===== config.mk =====
export PLATFORM = sky130hd
export DESIGN_NAME = cfgbank_top
export DESIGN_NICKNAME = d
export VERILOG_FILES = /design/src/rtl/cfgbank_pkg.sv /design/src/rtl/cfgbank_decode.sv /design/src/rtl/cfgbank_lock.sv /design/src/rtl/cfgbank_regs.sv /design/src/rtl/cfgbank_top.sv
export SDC_FILE = /design/constraint.sdc
export NUM_CORES = 1
export LEC_CHECK = 0
export BUFFER_PORTS_ARGS = -buffer_cell sky130_fd_sc_hd__buf_4
export CAP_MARGIN = 40
export CELL_PAD_IN_SITES_DETAIL_PLACEMENT = 0
export CELL_PAD_IN_SITES_GLOBAL_PLACEMENT = 2
export CORE_AREA = 4 4 159 161
export CTS_CLUSTER_DIAMETER = 40
export DETAILED_ROUTE_END_ITERATION = 10
export DIE_AREA = 0 0 163 165
export PLACE_DENSITY = 0.89
export SYNTH_ARGS = -nofsm -noshare
export SYNTH_HDL_FRONTEND = slang
export SYNTH_SLANG_ARGS = --single-unit

===== constraint.sdc =====
create_clock -name clk -period 3.8 [get_ports clk]
set_input_delay 0.76 -clock clk [delete_from_list [all_inputs] [get_ports clk]]
set_output_delay 0.76 -clock clk [all_outputs]
set_load 0.01 [all_outputs]

===== src/rtl/cfgbank_pkg.sv =====
package cfgbank_pkg;

  // width of the index into the read-write storage array
  localparam int unsigned IDX_W = 3;

  // word offsets whose position is part of the software contract
  localparam int unsigned W_SCRATCH = 32'h000;
  localparam int unsigned W_LOCK    = 32'h001;
  localparam int unsigned W_UNLOCK  = 32'h002;
  localparam int unsigned W_LOCKSTA = 32'h003;
  localparam int unsigned W_PLL0    = 32'h040;  // first PLL control word
  localparam int unsigned W_PLLSTA  = 32'h043;
  localparam int unsigned W_UARTCLK = 32'h055;
  localparam int unsigned W_RSTCTL  = 32'h080;
  localparam int unsigned W_BOOT    = 32'h097;
  localparam int unsigned W_IDCODE  = 32'h14C;

  typedef enum logic [3:0] {
    K_NONE,
    K_SCRATCH,
    K_LOCK,
    K_UNLOCK,
    K_LOCKSTA,
    K_PLLSTA,
    K_BOOT,
    K_IDCODE,
    K_RW
  } kind_e;

endpackage


===== src/rtl/cfgbank_decode.sv =====
module cfgbank_decode
  import cfgbank_pkg::*;
#(
  parameter int unsigned ADDR_W  = 10,
  parameter int unsigned NUM_PLL = 3   // at most 3: the PLL status word follows them
) (
  input  logic [ADDR_W-1:0] addr,
  output kind_e             kind,
  output logic [IDX_W-1:0]  idx
);

  logic [31:0] a32;
  assign a32 = 32'(addr);

  always_comb begin
    kind = K_NONE;
    idx  = '0;
    case (a32)
      W_SCRATCH: kind = K_SCRATCH;
      W_LOCK:    kind = K_LOCK;
      W_UNLOCK:  kind = K_UNLOCK;
      W_LOCKSTA: kind = K_LOCKSTA;
      W_PLLSTA:  kind = K_PLLSTA;
      W_BOOT:    kind = K_BOOT;
      W_IDCODE:  kind = K_IDCODE;
      W_UARTCLK: begin
        kind = K_RW;
        idx  = IDX_W'(NUM_PLL);
      end
      W_RSTCTL: begin
        kind = K_RW;
        idx  = IDX_W'(NUM_PLL + 1);
      end
      default: ;
    endcase
    for (int p = 0; p < NUM_PLL; p++) begin
      if (a32 == W_PLL0 + 32'(p)) begin
        kind = K_RW;
        idx  = IDX_W'(p);
      end
    end
  end

endmodule


===== src/rtl/cfgbank_lock.sv =====
module cfgbank_lock #(
  parameter int unsigned KEY_W      = 16,
  parameter logic [KEY_W-1:0] LOCK_KEY   = 16'h767B,
  parameter logic [KEY_W-1:0] UNLOCK_KEY = 16'hDF0D
) (
  input  logic             clk,
  input  logic             rst,
  input  logic             lock_we,
  input  logic             unlock_we,
  input  logic [KEY_W-1:0] key,
  output logic             locked
);

  always_ff @(posedge clk) begin
    if (rst) begin
      locked <= 1'b1;
    end else if (lock_we && key == LOCK_KEY) begin
      locked <= 1'b1;
    end else if (unlock_we && key == UNLOCK_KEY) begin
      locked <= 1'b0;
    end
  end

endmodule


===== src/rtl/cfgbank_regs.sv =====
module cfgbank_regs
  import cfgbank_pkg::*;
#(
  parameter int unsigned DATA_W  = 32,
  parameter int unsigned NUM_PLL = 3,
  parameter int unsigned NUM_RW  = NUM_PLL + 2,
  parameter logic [DATA_W-1:0] PLL_RST  = 32'h0001_A008,
  parameter logic [DATA_W-1:0] UART_RST = 32'h0000_3F03
) (
  input  logic              clk,
  input  logic              rst,
  input  logic              we,
  input  logic [IDX_W-1:0]  idx,
  input  logic [DATA_W-1:0] wdata,
  output logic [DATA_W-1:0] q [NUM_RW]
);

  for (genvar g = 0; g < NUM_RW; g++) begin : g_word
    localparam logic [DATA_W-1:0] RV =
      (g < NUM_PLL) ? PLL_RST : ((g == NUM_PLL) ? UART_RST : '0);
    always_ff @(posedge clk) begin
      if (rst) begin
        q[g] <= RV;
      end else if (we && idx == IDX_W'(g)) begin
        q[g] <= wdata;
      end
    end
  end

endmodule


===== src/rtl/cfgbank_top.sv =====
module cfgbank_top
  import cfgbank_pkg::*;
#(
  parameter int unsigned ADDR_W  = 10,
  parameter int unsigned DATA_W  = 32,
  parameter int unsigned KEY_W   = 16,
  parameter int unsigned NUM_PLL = 3,
  parameter int unsigned BOOT_W  = 4,
  parameter logic [KEY_W-1:0]  LOCK_KEY   = 16'h767B,
  parameter logic [KEY_W-1:0]  UNLOCK_KEY = 16'hDF0D,
  parameter logic [DATA_W-1:0] PLL_RESET  = 32'h0001_A008,
  parameter logic [DATA_W-1:0] UART_RESET = 32'h0000_3F03,
  parameter logic [DATA_W-1:0] PLL_STATUS = 32'h0000_003F,
  parameter logic [DATA_W-1:0] ID_WORD    = 32'h1372_3093
) (
  input  logic              clk,
  input  logic              rst,
  input  logic              bus_valid,
  input  logic              bus_write,
  input  logic [ADDR_W-1:0] bus_addr,
  input  logic [DATA_W-1:0] bus_wdata,
  input  logic [BOOT_W-1:0] boot_strap,
  output logic [DATA_W-1:0] bus_rdata,
  output logic              bus_err,
  output logic              sys_reset_req
);

  localparam int unsigned NUM_RW  = NUM_PLL + 2;
  localparam int unsigned RST_IDX = NUM_PLL + 1;

  kind_e             kind;
  logic [IDX_W-1:0]  idx;
  logic              locked;
  logic              scratch;
  logic              wr, rd, is_rw, rw_we;
  logic              wr_bad, rd_bad;
  logic [DATA_W-1:0] rd_mux;
  logic [DATA_W-1:0] q [NUM_RW];

  assign wr    = bus_valid && bus_write;
  assign rd    = bus_valid && !bus_write;
  assign is_rw = (kind == K_RW);
  assign rw_we = wr && is_rw && !locked;

  cfgbank_decode #(.ADDR_W(ADDR_W), .NUM_PLL(NUM_PLL)) u_dec (
    .addr (bus_addr),
    .kind (kind),
    .idx  (idx)
  );

  cfgbank_lock #(.KEY_W(KEY_W), .LOCK_KEY(LOCK_KEY), .UNLOCK_KEY(UNLOCK_KEY)) u_lock (
    .clk       (clk),
    .rst       (rst),
    .lock_we   (wr && kind == K_LOCK),
    .unlock_we (wr && kind == K_UNLOCK),
    .key       (bus_wdata[KEY_W-1:0]),
    .locked    (locked)
  );

  cfgbank_regs #(
    .DATA_W(DATA_W), .NUM_PLL(NUM_PLL), .NUM_RW(NUM_RW),
    .PLL_RST(PLL_RESET), .UART_RST(UART_RESET)
  ) u_regs (
    .clk   (clk),
    .rst   (rst),
    .we    (rw_we),
    .idx   (idx),
    .wdata (bus_wdata),
    .q     (q)
  );

  // scratch bit is outside the lock
  always_ff @(posedge clk) begin
    if (rst) begin
      scratch <= 1'b0;
    end else if (wr && kind == K_SCRATCH) begin
      scratch <= bus_wdata[0];
    end
  end

  assign wr_bad = wr && ((kind inside {K_NONE, K_LOCKSTA, K_PLLSTA, K_BOOT, K_IDCODE})
                         || (is_rw && locked));
  assign rd_bad = rd && (kind inside {K_NONE, K_LOCK, K_UNLOCK});

  always_comb begin
    rd_mux = '0;
    case (kind)
      K_SCRATCH: rd_mux = DATA_W'(scratch);
      K_LOCKSTA: rd_mux = DATA_W'(locked);
      K_PLLSTA:  rd_mux = PLL_STATUS;
      K_BOOT:    rd_mux = DATA_W'(boot_strap);
      K_IDCODE:  rd_mux = ID_WORD;
      K_RW:      if (32'(idx) < NUM_RW) rd_mux = q[idx];
      default:   rd_mux = '0;
    endcase
  end

  always_ff @(posedge clk) begin
    if (rst) begin
      bus_rdata     <= '0;
      bus_err       <= 1'b0;
      sys_reset_req <= 1'b0;
    end else begin
      bus_rdata     <= rd ? rd_mux : '0;
      bus_err       <= wr_bad || rd_bad;
      sys_reset_req <= rw_we && (idx == IDX_W'(RST_IDX)) && bus_wdata[0];
    end
  end

endmodule


# Word level (Yosys, flattened, before mapping)
# Index checks and enable logic that the tools add are counted.
[totals]
ff_bits = 196
input_bits = 50
[op_classes]
mux = 13
n_bitwise = 2
eq_ne = 25
magnitude_cmp = 2
n_reduce_logical = 30
[op_table]
columns = ["op", "n"]
rows = [
  ["case mux 32 bit (6 select lines)", 1],
  ["binary-select mux 32 bit (select 3 bit)", 1],
  ["2-to-1 mux 32 bit", 3],
  ["== test 10 x 7 -> 1 bit (second input constant)", 5],
  ["logical NOT 32 bit", 1],
  ["case mux 4 bit (8 select lines)", 1],
  ["== test 10 x 2 -> 1 bit (second input constant)", 2],
  ["== test 10 x 8 -> 1 bit (second input constant)", 2],
  ["logical AND 1 bit", 18],
  ["== test 16 x 15 -> 1 bit (second input constant)", 1],
  ["== test 16 bit (second input constant)", 1],
  ["== test 4 x 3 -> 1 bit (second input constant)", 4],
  ["2-to-1 mux 4 bit", 3],
  ["== test 10 x 1 -> 1 bit (second input constant)", 1],
  ["== test 10 x 9 -> 1 bit (second input constant)", 1],
  ["2-to-1 mux 3 bit", 3],
  ["== test 4 x 2 -> 1 bit (second input constant)", 2],
  ["== test 3 x 2 -> 1 bit (second input constant)", 2],
  ["case mux 3 bit (2 select lines)", 1],
  ["OR reduction 2 bit", 3],
  ["nonzero test 5 bit", 1],
  ["== test 4 x 1 -> 1 bit (second input constant)", 1],
  ["== test 4 bit (second input constant)", 1],
  ["greater-or-equal comparator 4 bit (second input constant)", 1],
  ["10 further kinds", 12],
]

# Longest topological paths before layout
# Gate-level depths: netlist (run 1).
[depth]
word_depth = 11
ltp_mapped = 9

# Cells and area by module
# A second synthesis (run 1) with hierarchy kept.
[unflattened]
hier_cells = 835
hier_area_um2 = 8947.3
[by_module_without_submodules]
columns = ["mod", "n_inst", "cells_per_inst", "area_each_um2", "seq_area_each_um2"]
rows = [
  ["cfgbank_regs", 1, 573, 6321.1, 3203.1],
  ["cfgbank_top", 1, 217, 2287.2, 700.7],
  ["cfgbank_decode", 1, 33, 221.5, 0.0],
  ["cfgbank_lock", 1, 12, 117.6, 20.0],
]

# Worst setup path before layout (run 1)
# No wires, ideal clock.
[synth_path]
path_type = "input-to-reg"
start = "input bus_addr[4]"
end = "register u_regs.q[101] in the netlist's numbering"
slack_ps = 1477
path_stages = 9
arrival_ps = 2252
setup_time_ps = 70
t_required_ps = 3730
n_path_buf = 4
cell_sequence = "buf_2 > nor4b_2 > and2_1 > buf_4 > and4b_1 > buf_2 > buf_6 > nand2_1 > a21oi_1"
[synth_via]
elab_chain_cells = 10
word_cells_on_any_way = 26
[synth_rtl]
columns = ["item", "line_no", "text"]
rows = [
  ["from (decl)", "cfgbank_top.sv:20", "input logic [ADDR_W-1:0] bus_addr,"],
  ["== test 10 x 7 -> 1 bit or == test 10 x 8 -> 1 bit (tied branches)", "cfgbank_decode.sv:18", "case (a32)"],
  ["OR reduction 2 bit (no source line)", "n/a", ""],
  ["case mux 4 bit (8 select lines)", "cfgbank_decode.sv:18", ""],
  ["2-to-1 mux 4 bit (3 in series)", "cfgbank_decode.sv:37", "if (a32 == W_PLL0 + 32'(p)) begin"],
  ["== test 4 bit", "cfgbank_top.sv:42", "assign is_rw = (kind == K_RW);"],
  ["logical AND 1 bit (2 in series)", "cfgbank_top.sv:43", "assign rw_we = wr && is_rw && !locked;"],
  ["logical AND 1 bit *", "cfgbank_regs.sv:24", "end else if (we && idx == IDX_W'(g)) begin"],
  ["to (signal, indexed assignment)", "cfgbank_regs.sv:25", "q[g] <= wdata;"],
  ["to (decl)", "cfgbank_regs.sv:15", "output logic [DATA_W-1:0] q [NUM_RW]"],
]
# Every way passes the cells marked *; elsewhere a longest branch is shown, timed or not.
# A chain may end at the register's enable or synchronous reset.

# Worst setup path after layout (run 1)
[layout_path]
start = "input bus_addr[2]"
end = "register u_regs.q[107] in the netlist's numbering"
# The elaborated chain is that of the path after synthesis.

==> results of run 1 <==
[flip-flops by register name, summed over array words and instances (netlist names)]
register       flops
sys_reset_req      1
scratch            1
bus_rdata         32
bus_err            1
u_lock.locked      1
u_regs.q         160
[final cells by class]
cell class | instances | share of cell area, %
clock buffer | 20 | 4.68
inverter | 4 | 0.154
clock inverter | 11 | 2.01
timing repair buffer | 110 | 8.59
sequential | 196 | 40.2
tap | 324 | 4.16
multi-input combinational | 740 | 40.2
[through the flow]
step / hold slack (ps) / util [%] / setup WS, ps / cell area [um2] / instances
floorplan: 426 / - / 1480 / 8220 / 1020
global placement: 437 / 37.9 / 871 / 9080 / 1373
detailed placement: 439 / 38.0 / 876 / 9100 / 1374
CTS: 455 / 40.7 / 1340 / 9750 / 1405
global route: 462 / 40.7 / 1070 / 9750 / 1405
finish: 452 / 40.7 / 1280 / 9750 / 1405
[worst max-delay path, stage by stage]
cell and delay [ps]:
buf_4 160, nor4_1 660, and2_1 400, and4b_1 230
buf_4 390, nand2_1 100, a21oi_1 160
[worst max path at each step]
stage / from / to / cells after the start
after global placement: bus_addr[3] / u_regs.q[48]$_SDFFE_PP0P_ / 6
after global routing: bus_addr[2] / u_regs.q[96]$_SDFFE_PP0P_ / 7
after detailed placement: bus_addr[3] / u_regs.q[48]$_SDFFE_PP0P_ / 6
final: bus_addr[2] / u_regs.q[107]$_SDFFE_PP0P_ / 7
after CTS: bus_addr[3] / u_regs.q[48]$_SDFFE_PP0P_ / 6
after floorplan: bus_addr[4] / u_regs.q[101]$_SDFFE_PP0P_ / 9
[power groups by stage]
stage          combinational, mW  clock [mW]  sequential, mW
6_report                   0.164        2.01            2.05
5_1_grt                    0.177        2.13            2.05
4_1_cts                    0.164        2.04            2.05
3_5_place_dp               0.164           0            2.10
3_3_place_gp               0.162           0            2.10
2_1_floorplan             0.0643           0            2.10
[layer usage]
metal  track usage, %  wire [um]
met1             26.5      12200
met2             29.4      11500
met3             3.14       1250
met4             4.77        320
met5                0          0
[Yosys cell counts (5+ instances only)]
cell type  number  area (um2)
nand2_1       344        1290
dfxtp_1       196        3920
a21oi_1       156         781
clkbuf_1       53         199
mux2i_1        32         320
buf_2          20         100
nand3b_1       20         150
a211oi_1       18         135
nor2_1         17        63.8
a21o_1         16         120
a31oi_1        16         100
o22ai_1        15        93.8
a211o_1        10        87.6
o21bai_1       10        75.1
nand3_1         9        45.0
nand4_1         7        43.8
a2111o_1        5        56.3
and2_1          5        31.3
buf_6           5        56.3
[cell families after synthesis]
group | count (synthesis)
compound gates | 266
mux | 32
xor+xnor | 3
simple gates | 439
buf+inv | 84
flops | 196
==> results by group, run 1 <==
Logic synthesis
  – Yosys reg bits: between 150 and 200
  – Multiplexer share of the synthesized area: under 10%
  – Xor-xnor portion of the synthesized cell area: less than 1%
  – Sequential-to-total area share from yosys stat: roughly 48%
  – Mapped Area: slightly above 8000 um2
  – Largest family of logic cells by synthesized area: simple AND/OR/NAND/NOR gates
  – Synth async-reset ratio: 0%
  – Number of flops mapped to enable cells by yosys: 0
  – Synth Area in Compound Gates: approximately 20%
  – Post-synthesis adder-cell area fraction: 0%
  – Post-synth cell types: between 50 and 60
  – Mapped Avg Cell Area: 8.06 um2
  – YS warnings: 0
  – Cell count after synthesis: 1020
  – Syn Nets: 1070
  – Ys flop type: dfxtp_1
  – Simple-gate share of the synthesized area: 23.7%

Floorplan
  – IO Count: between 80 and 90
  – DIE HEIGHT: about 170 um
  – Core area: 24000 um2
  – Die ar.: around 27000 um2
  – Site row count: 57
  – Initial core utilization: 34.3%
  – Die W: 163 um

Clocking
  – CTS hold repair buffers: 0
  – Clock Path Buffers: 2
  – Postcts setup bufs: 0
  – Root Buffer: clkbuf_16
  – Num CTS Buffers: 17
  – CTS tree: done
  – CTS clk-pin slew, worst paths: 70 ps
  – CTS sink cnt: slightly below 200
  – Depth of the CTS H-tree: 4
  – Worst skew pair latency: around 430 ps
  – Cts repair resizes: 0

Pwr
  – Seq pwr share: 48.6%
  – Int Pwr: 3.32 mW
  – Total Power: about 4.2 mW
  – Clk pwr share: between 40% and 50%
  – Net Switching: 909 uW
  – Worst VDD drop: between 200 and 250 uV
  – Lkg Pwr: ~3.7 nW
  – Sw frac: between 20% and 30%
  – Logic pwr share: 3.9%
  – Pwr dens: between 400 and 500 nW/um2

Min path
  – Hold path cells: 2
  – Hold Crit Class: flip-flop to flip-flop
  – HP Start: u_regs.q[27]$_SDFFE_PP0P_
  – Worst Hold End: u_regs.q[27]$_SDFFE_PP0P_

GRT
  – Initial antenna violation count: 0
  – GRT Residual Overflow: 0
  – Largest net degree at the start of global routing: 65
  – First-pass GRT wire length: ~39 mm
  – Vias in the first global route: 6791
  – Total global-route track usage: a little under a fifth

Setup path
  – Type of the worst setup path: input port to flip-flop
  – R2r worst-path depth: 5
  – R2R Setup Slk: 1920 ps
  – WP data arrival: around 2900 ps
  – Setup crit end kind: flip-flop
  – FF-to-FF Start: u_lock.locked$_SDFFE_PP1P_
  – RR Endpoint: u_regs.q[13]$_SDFFE_PP0P_
  – Crit path max fanout: 32
  – CP Data Required Time: about 4200 ps
  – Worst Setup Start Kind: input port

Final layout
  – # nets final: approximately 1100
  – Synthesis-to-finish area growth: 18.7%
  – Area of the multi-input gates: 3920 um2
  – Fill count: between 2000 and 2500
  – Commonest non-fill, non-tap cells in the layout: nand2_1, dfxtp_1, a21oi_1
  – Antenna diodes: 0
  – Commonest non-fill, non-tap cell in the layout: nand2_1
  – Layout cell share with drive strength beyond 1: 14.1%
  – Sequential Area: roughly 4000 um2

Detailed routing
  – Routed len/inst: 18.0 um
  – # DRC: 0
  – Via-per-instance ratio: 5.16
  – Drt total wl: ~25 mm
  – Routed Antenna Nets: 0
  – Detailed Route Iter0 Violations: around 540
  – Number of detailed-route iterations in the first pass: 5
  – Routed via count: between 7000 and 8000

Timing
  – Slew Viols, Final: 0
  – Unrepaired setup endpoints after global routing: no
  – Period utilization: between 60% and 70%
  – Final setup skew: 8.81 ps
  – Rel. slew slack: 43.3%
  – Final Hold Violating Endpoints: 0
  – Slew @ Worst Pin: between 800 and 900 ps
  – Finish-stage setup viols: 0
  – Setup TNS: 0 ps
  – Min cycle time layout: between 2000 and 3000 ps
  – Max Clk Rate: approximately 0.40 GHz

Placed design
  – Final GP Congestion: about 0.85
  – Hpwl dp: roughly 16 mm
  – Port buffer count: 83

Flow run
  – Total of max-cap violations: 0

Run status
  – Status: completed
No activity file was read; power rests on OpenSTA's default activity.
==> run 2, diff against run 1 <==
--- a/config.mk
+++ b/config.mk
@@ -9,11 +9,11 @@
 export CAP_MARGIN = 40
 export CELL_PAD_IN_SITES_DETAIL_PLACEMENT = 0
 export CELL_PAD_IN_SITES_GLOBAL_PLACEMENT = 2
-export CORE_AREA = 4 4 159 161
+export CORE_AREA = 4 4 168 170
 export CTS_CLUSTER_DIAMETER = 40
 export DETAILED_ROUTE_END_ITERATION = 10
-export DIE_AREA = 0 0 163 165
-export PLACE_DENSITY = 0.89
+export DIE_AREA = 0 0 172 174
+export PLACE_DENSITY = 0.85
 export SYNTH_ARGS = -nofsm -noshare
 export SYNTH_HDL_FRONTEND = slang
 export SYNTH_SLANG_ARGS = --single-unit
==> constraint.sdc (replaced) <==
create_clock -name clk -period 2.31 [get_ports clk]
set_input_delay 0.462 -clock clk [delete_from_list [all_inputs] [get_ports clk]]
set_output_delay 0.462 -clock clk [all_outputs]
set_load 0.01 [all_outputs]
==> run 2 against run 1 <==
  * Utilization decreased by 3.1 points
  * Routed wire length up 7.1%
  * Total power grew 55%
  * Via count up 2.6%
  * Hold slack lost 170 ps
  * Die area rose by 11%
  * Global-route usage is 0.66 points lower
  * Combinational power up 77%
  * Register-to-register slack worse by 1200 ps
  * Critical path depth stayed put
  * Critical endpoint is now bus_rdata[17]$_SDFF_PP0_
==> results by group, run 2 (synthesis results as in run 1) <==
Setup path
  – CP Data Required Time: 2650 ps (was 4160 ps)
  – R2R Setup Slk: 690 ps (was 1920 ps)
  – CP startpoint: bus_addr[9] (was bus_addr[2])
  – Crit path max fanout: 11 (was 32)
  – R2r worst-path depth: 6 (was 5)
  – Setup crit end kind: flip-flop (unchanged)
  – RR Endpoint: u_regs.q[19]$_SDFFE_PP0P_ (was u_regs.q[13]$_SDFFE_PP0P_)
  – Type of the worst setup path: input port to flip-flop (unchanged)
  – Worst Setup Start Kind: input port (unchanged)
  – WP data arrival: 2230 ps (was 2880 ps)
  – End of the critical path: bus_rdata[17]$_SDFF_PP0_ (was u_regs.q[107]$_SDFFE_PP0P_)
  – FF-to-FF Start: u_lock.locked$_SDFFE_PP1P_ (unchanged)

Floorplan
  – Die W: 172 um (was 163 um)
  – Core area: 26700 um2 (was 24000 um2)
  – Initial core utilization: 30.7% (was 34.3%)
  – Site row count: 60 (was 57)
  – DIE HEIGHT: 174 um (was 165 um)
  – Die ar.: 29900 um2 (was 26900 um2)
  – IO Count: 84 (unchanged)

Final layout
  – Commonest non-fill, non-tap cells in the layout: nand2_1, dfxtp_1, a21oi_1 (unchanged)
  – Commonest non-fill, non-tap cell in the layout: nand2_1 (unchanged)
  – Layout cell share with drive strength beyond 1: 16.1% (was 14.1%)
  – Sequential Area: 3920 um2 (unchanged)
  – Area of the multi-input gates: 3920 um2 (about the same)
  – Fill count: 2753 (was 2483)
  – Max reg flops: 160 (unchanged)
  – # nets final: 1147 (was 1119)
  – Top Registers: u_regs.q (160), bus_rdata (32) (unchanged)
  – Synthesis-to-finish area growth: 22.4% (was 18.7%)
  – Largest Register: u_regs.q (unchanged)
  – Antenna diodes: 0 (unchanged)

Detailed routing
  – Number of detailed-route iterations in the first pass: 5 (unchanged)
  – Routed len/inst: 18.6 um (was 18.0 um)
  – Detailed Route Iter0 Violations: 582 (was 544)
  – # DRC: 0 (unchanged)
  – Routed via count: 7433 (was 7243)
  – Routed Antenna Nets: 0 (unchanged)
  – Via-per-instance ratio: 5.12 (was 5.16)
  – Drt total wl: 27.0 mm (was 25.2 mm)

Clocking
  – Root Buffer: clkbuf_16 (unchanged)
  – CTS tree: done (unchanged)
  – Postcts setup bufs: 0 (unchanged)
  – Depth of the CTS H-tree: 4 (unchanged)
  – Cts repair resizes: 0 (unchanged)
  – CTS hold repair buffers: 0 (unchanged)
  – CTS sink cnt: 196 (unchanged)
  – Worst skew pair latency: 430 ps (about the same)
  – CTS clk-pin slew, worst paths: 70 ps (about the same)
  – Clock Path Buffers: 2 (unchanged)
  – Num CTS Buffers: 17 (unchanged)

Timing
  – Rel. slew slack: 37.8% (was 43.3%)
  – Min cycle time layout: about 1900 ps
  – Final Hold Violating Endpoints: 0 (unchanged)
  – Finish-stage setup viols: 0 (unchanged)
  – Slew @ Worst Pin: 933 ps (was 849 ps)
  – Period utilization: 81.9%
  – Setup TNS: 0 ps (unchanged)
  – Max Clk Rate: approximately 0.53 GHz
  – Final setup skew: 8.19 ps (was 8.81 ps)
  – Slew Viols, Final: 0 (unchanged)
  – Unrepaired setup endpoints after global routing: no (unchanged)

GRT
  – First-pass GRT wire length: 42.0 mm (was 39.3 mm)
  – Largest net degree at the start of global routing: 165 (was 65)
  – Total global-route track usage: 18.0% (was 18.6%)
  – GRT Residual Overflow: 0 (unchanged)
  – Vias in the first global route: 7140 (was 6791)
  – Initial antenna violation count: 0 (unchanged)

Run status
  – Status: completed (unchanged)

Placed design
  – Port buffer count: 83 (unchanged)
  – Hpwl dp: 16.5 mm (was 15.5 mm)
  – Final GP Congestion: 0.855 (was 0.845)

Pwr
  – Total Power: 6.54 mW (was 4.23 mW)
  – Pwr dens: 650 nW/um2 (was 433 nW/um2)
  – Worst VDD drop: 459 uV (was 227 uV)
  – Lkg Pwr: 3.82 nW (was 3.66 nW)

Flow run
  – Total of max-cap violations: 0 (unchanged)

Min path
  – Hold Crit Class: input port to flip-flop (was flip-flop to flip-flop)
[run 2: cell types whose count changed in the layout (fill, tap and decap cells not counted), sizes merged]
cell / before / now
clkbuf: 20 / 19
clkinv: 2 / 5
buf: 110 / 138
clkinvlp: 2 / 3
bufinv: 5 / 1
inv: 6 / 8
[run 2: layout make-up]
| class | instances | area share, % |
|---|---|---|
| tap | 341 | 4.24 |
| clock inverter | 13 | 1.27 |
| sequential | 196 | 39.0 |
| multi-input combinational | 740 | 39.0 |
| clock buffer | 19 | 4.31 |
| timing repair buffer | 138 | 12.0 |
| inverter | 4 | 0.149 |
[run 2: worst max-delay path: stages]
cell      delay [ps]
buf_4            140
nor4b_2          330
or4b_1           510
o211ai_2         210
o21bai_2          90
buf_4            230
a31oi_1          230
[run 2: metal layers]
metal  up-vias  wire length (um)  track usage [%]
li1       3641                 -                -
met1      3531             12900             26.2
met2       228             12100             27.3
met3        33              1490             2.73
met4         0               529             5.47
met5         -                 0                0
[run 2: power breakdown]
| part | internal (mW) | switching, mW |
|---|---|---|
| clock | 1.51 | 1.36 |
| combinational | 0.109 | 0.181 |
| sequential | 3.38 | 0.000229 |
[run 2: through the flow]
stage / util [%] / std cells / area, um2 / worst slack, ps / hold slack [ps]
2_1_floorplan: - / 1020 / 8220 / 285 / 426
3_3_place_gp: 35.5 / 1419 / 9490 / 45.5 / 437
3_5_place_dp: 35.5 / 1419 / 9490 / 28.3 / 437
4_1_cts: 37.6 / 1451 / 10100 / 480 / 265
5_1_grt: 37.6 / 1451 / 10100 / 350 / 284
6_report: 37.6 / 1451 / 10100 / 419 / 283
[run 2: how the worst min path moves through the flow]
stage | start | to | depth (start not counted)
2_1_floorplan | u_regs.q[10]$_SDFFE_PP0P_ | bus_rdata[10]$_SDFF_PP0_ | 1
3_3_place_gp | u_regs.q[114]$_SDFFE_PP0P_ | u_regs.q[114]$_SDFFE_PP0P_ | 2
3_5_place_dp | u_regs.q[19]$_SDFFE_PP0P_ | bus_rdata[19]$_SDFF_PP0_ | 1
4_1_cts | bus_wdata[16] | u_regs.q[144]$_SDFFE_PP1P_ | 3
5_1_grt | bus_wdata[16] | u_regs.q[144]$_SDFFE_PP1P_ | 3
6_report | bus_wdata[16] | u_regs.q[144]$_SDFFE_PP1P_ | 3
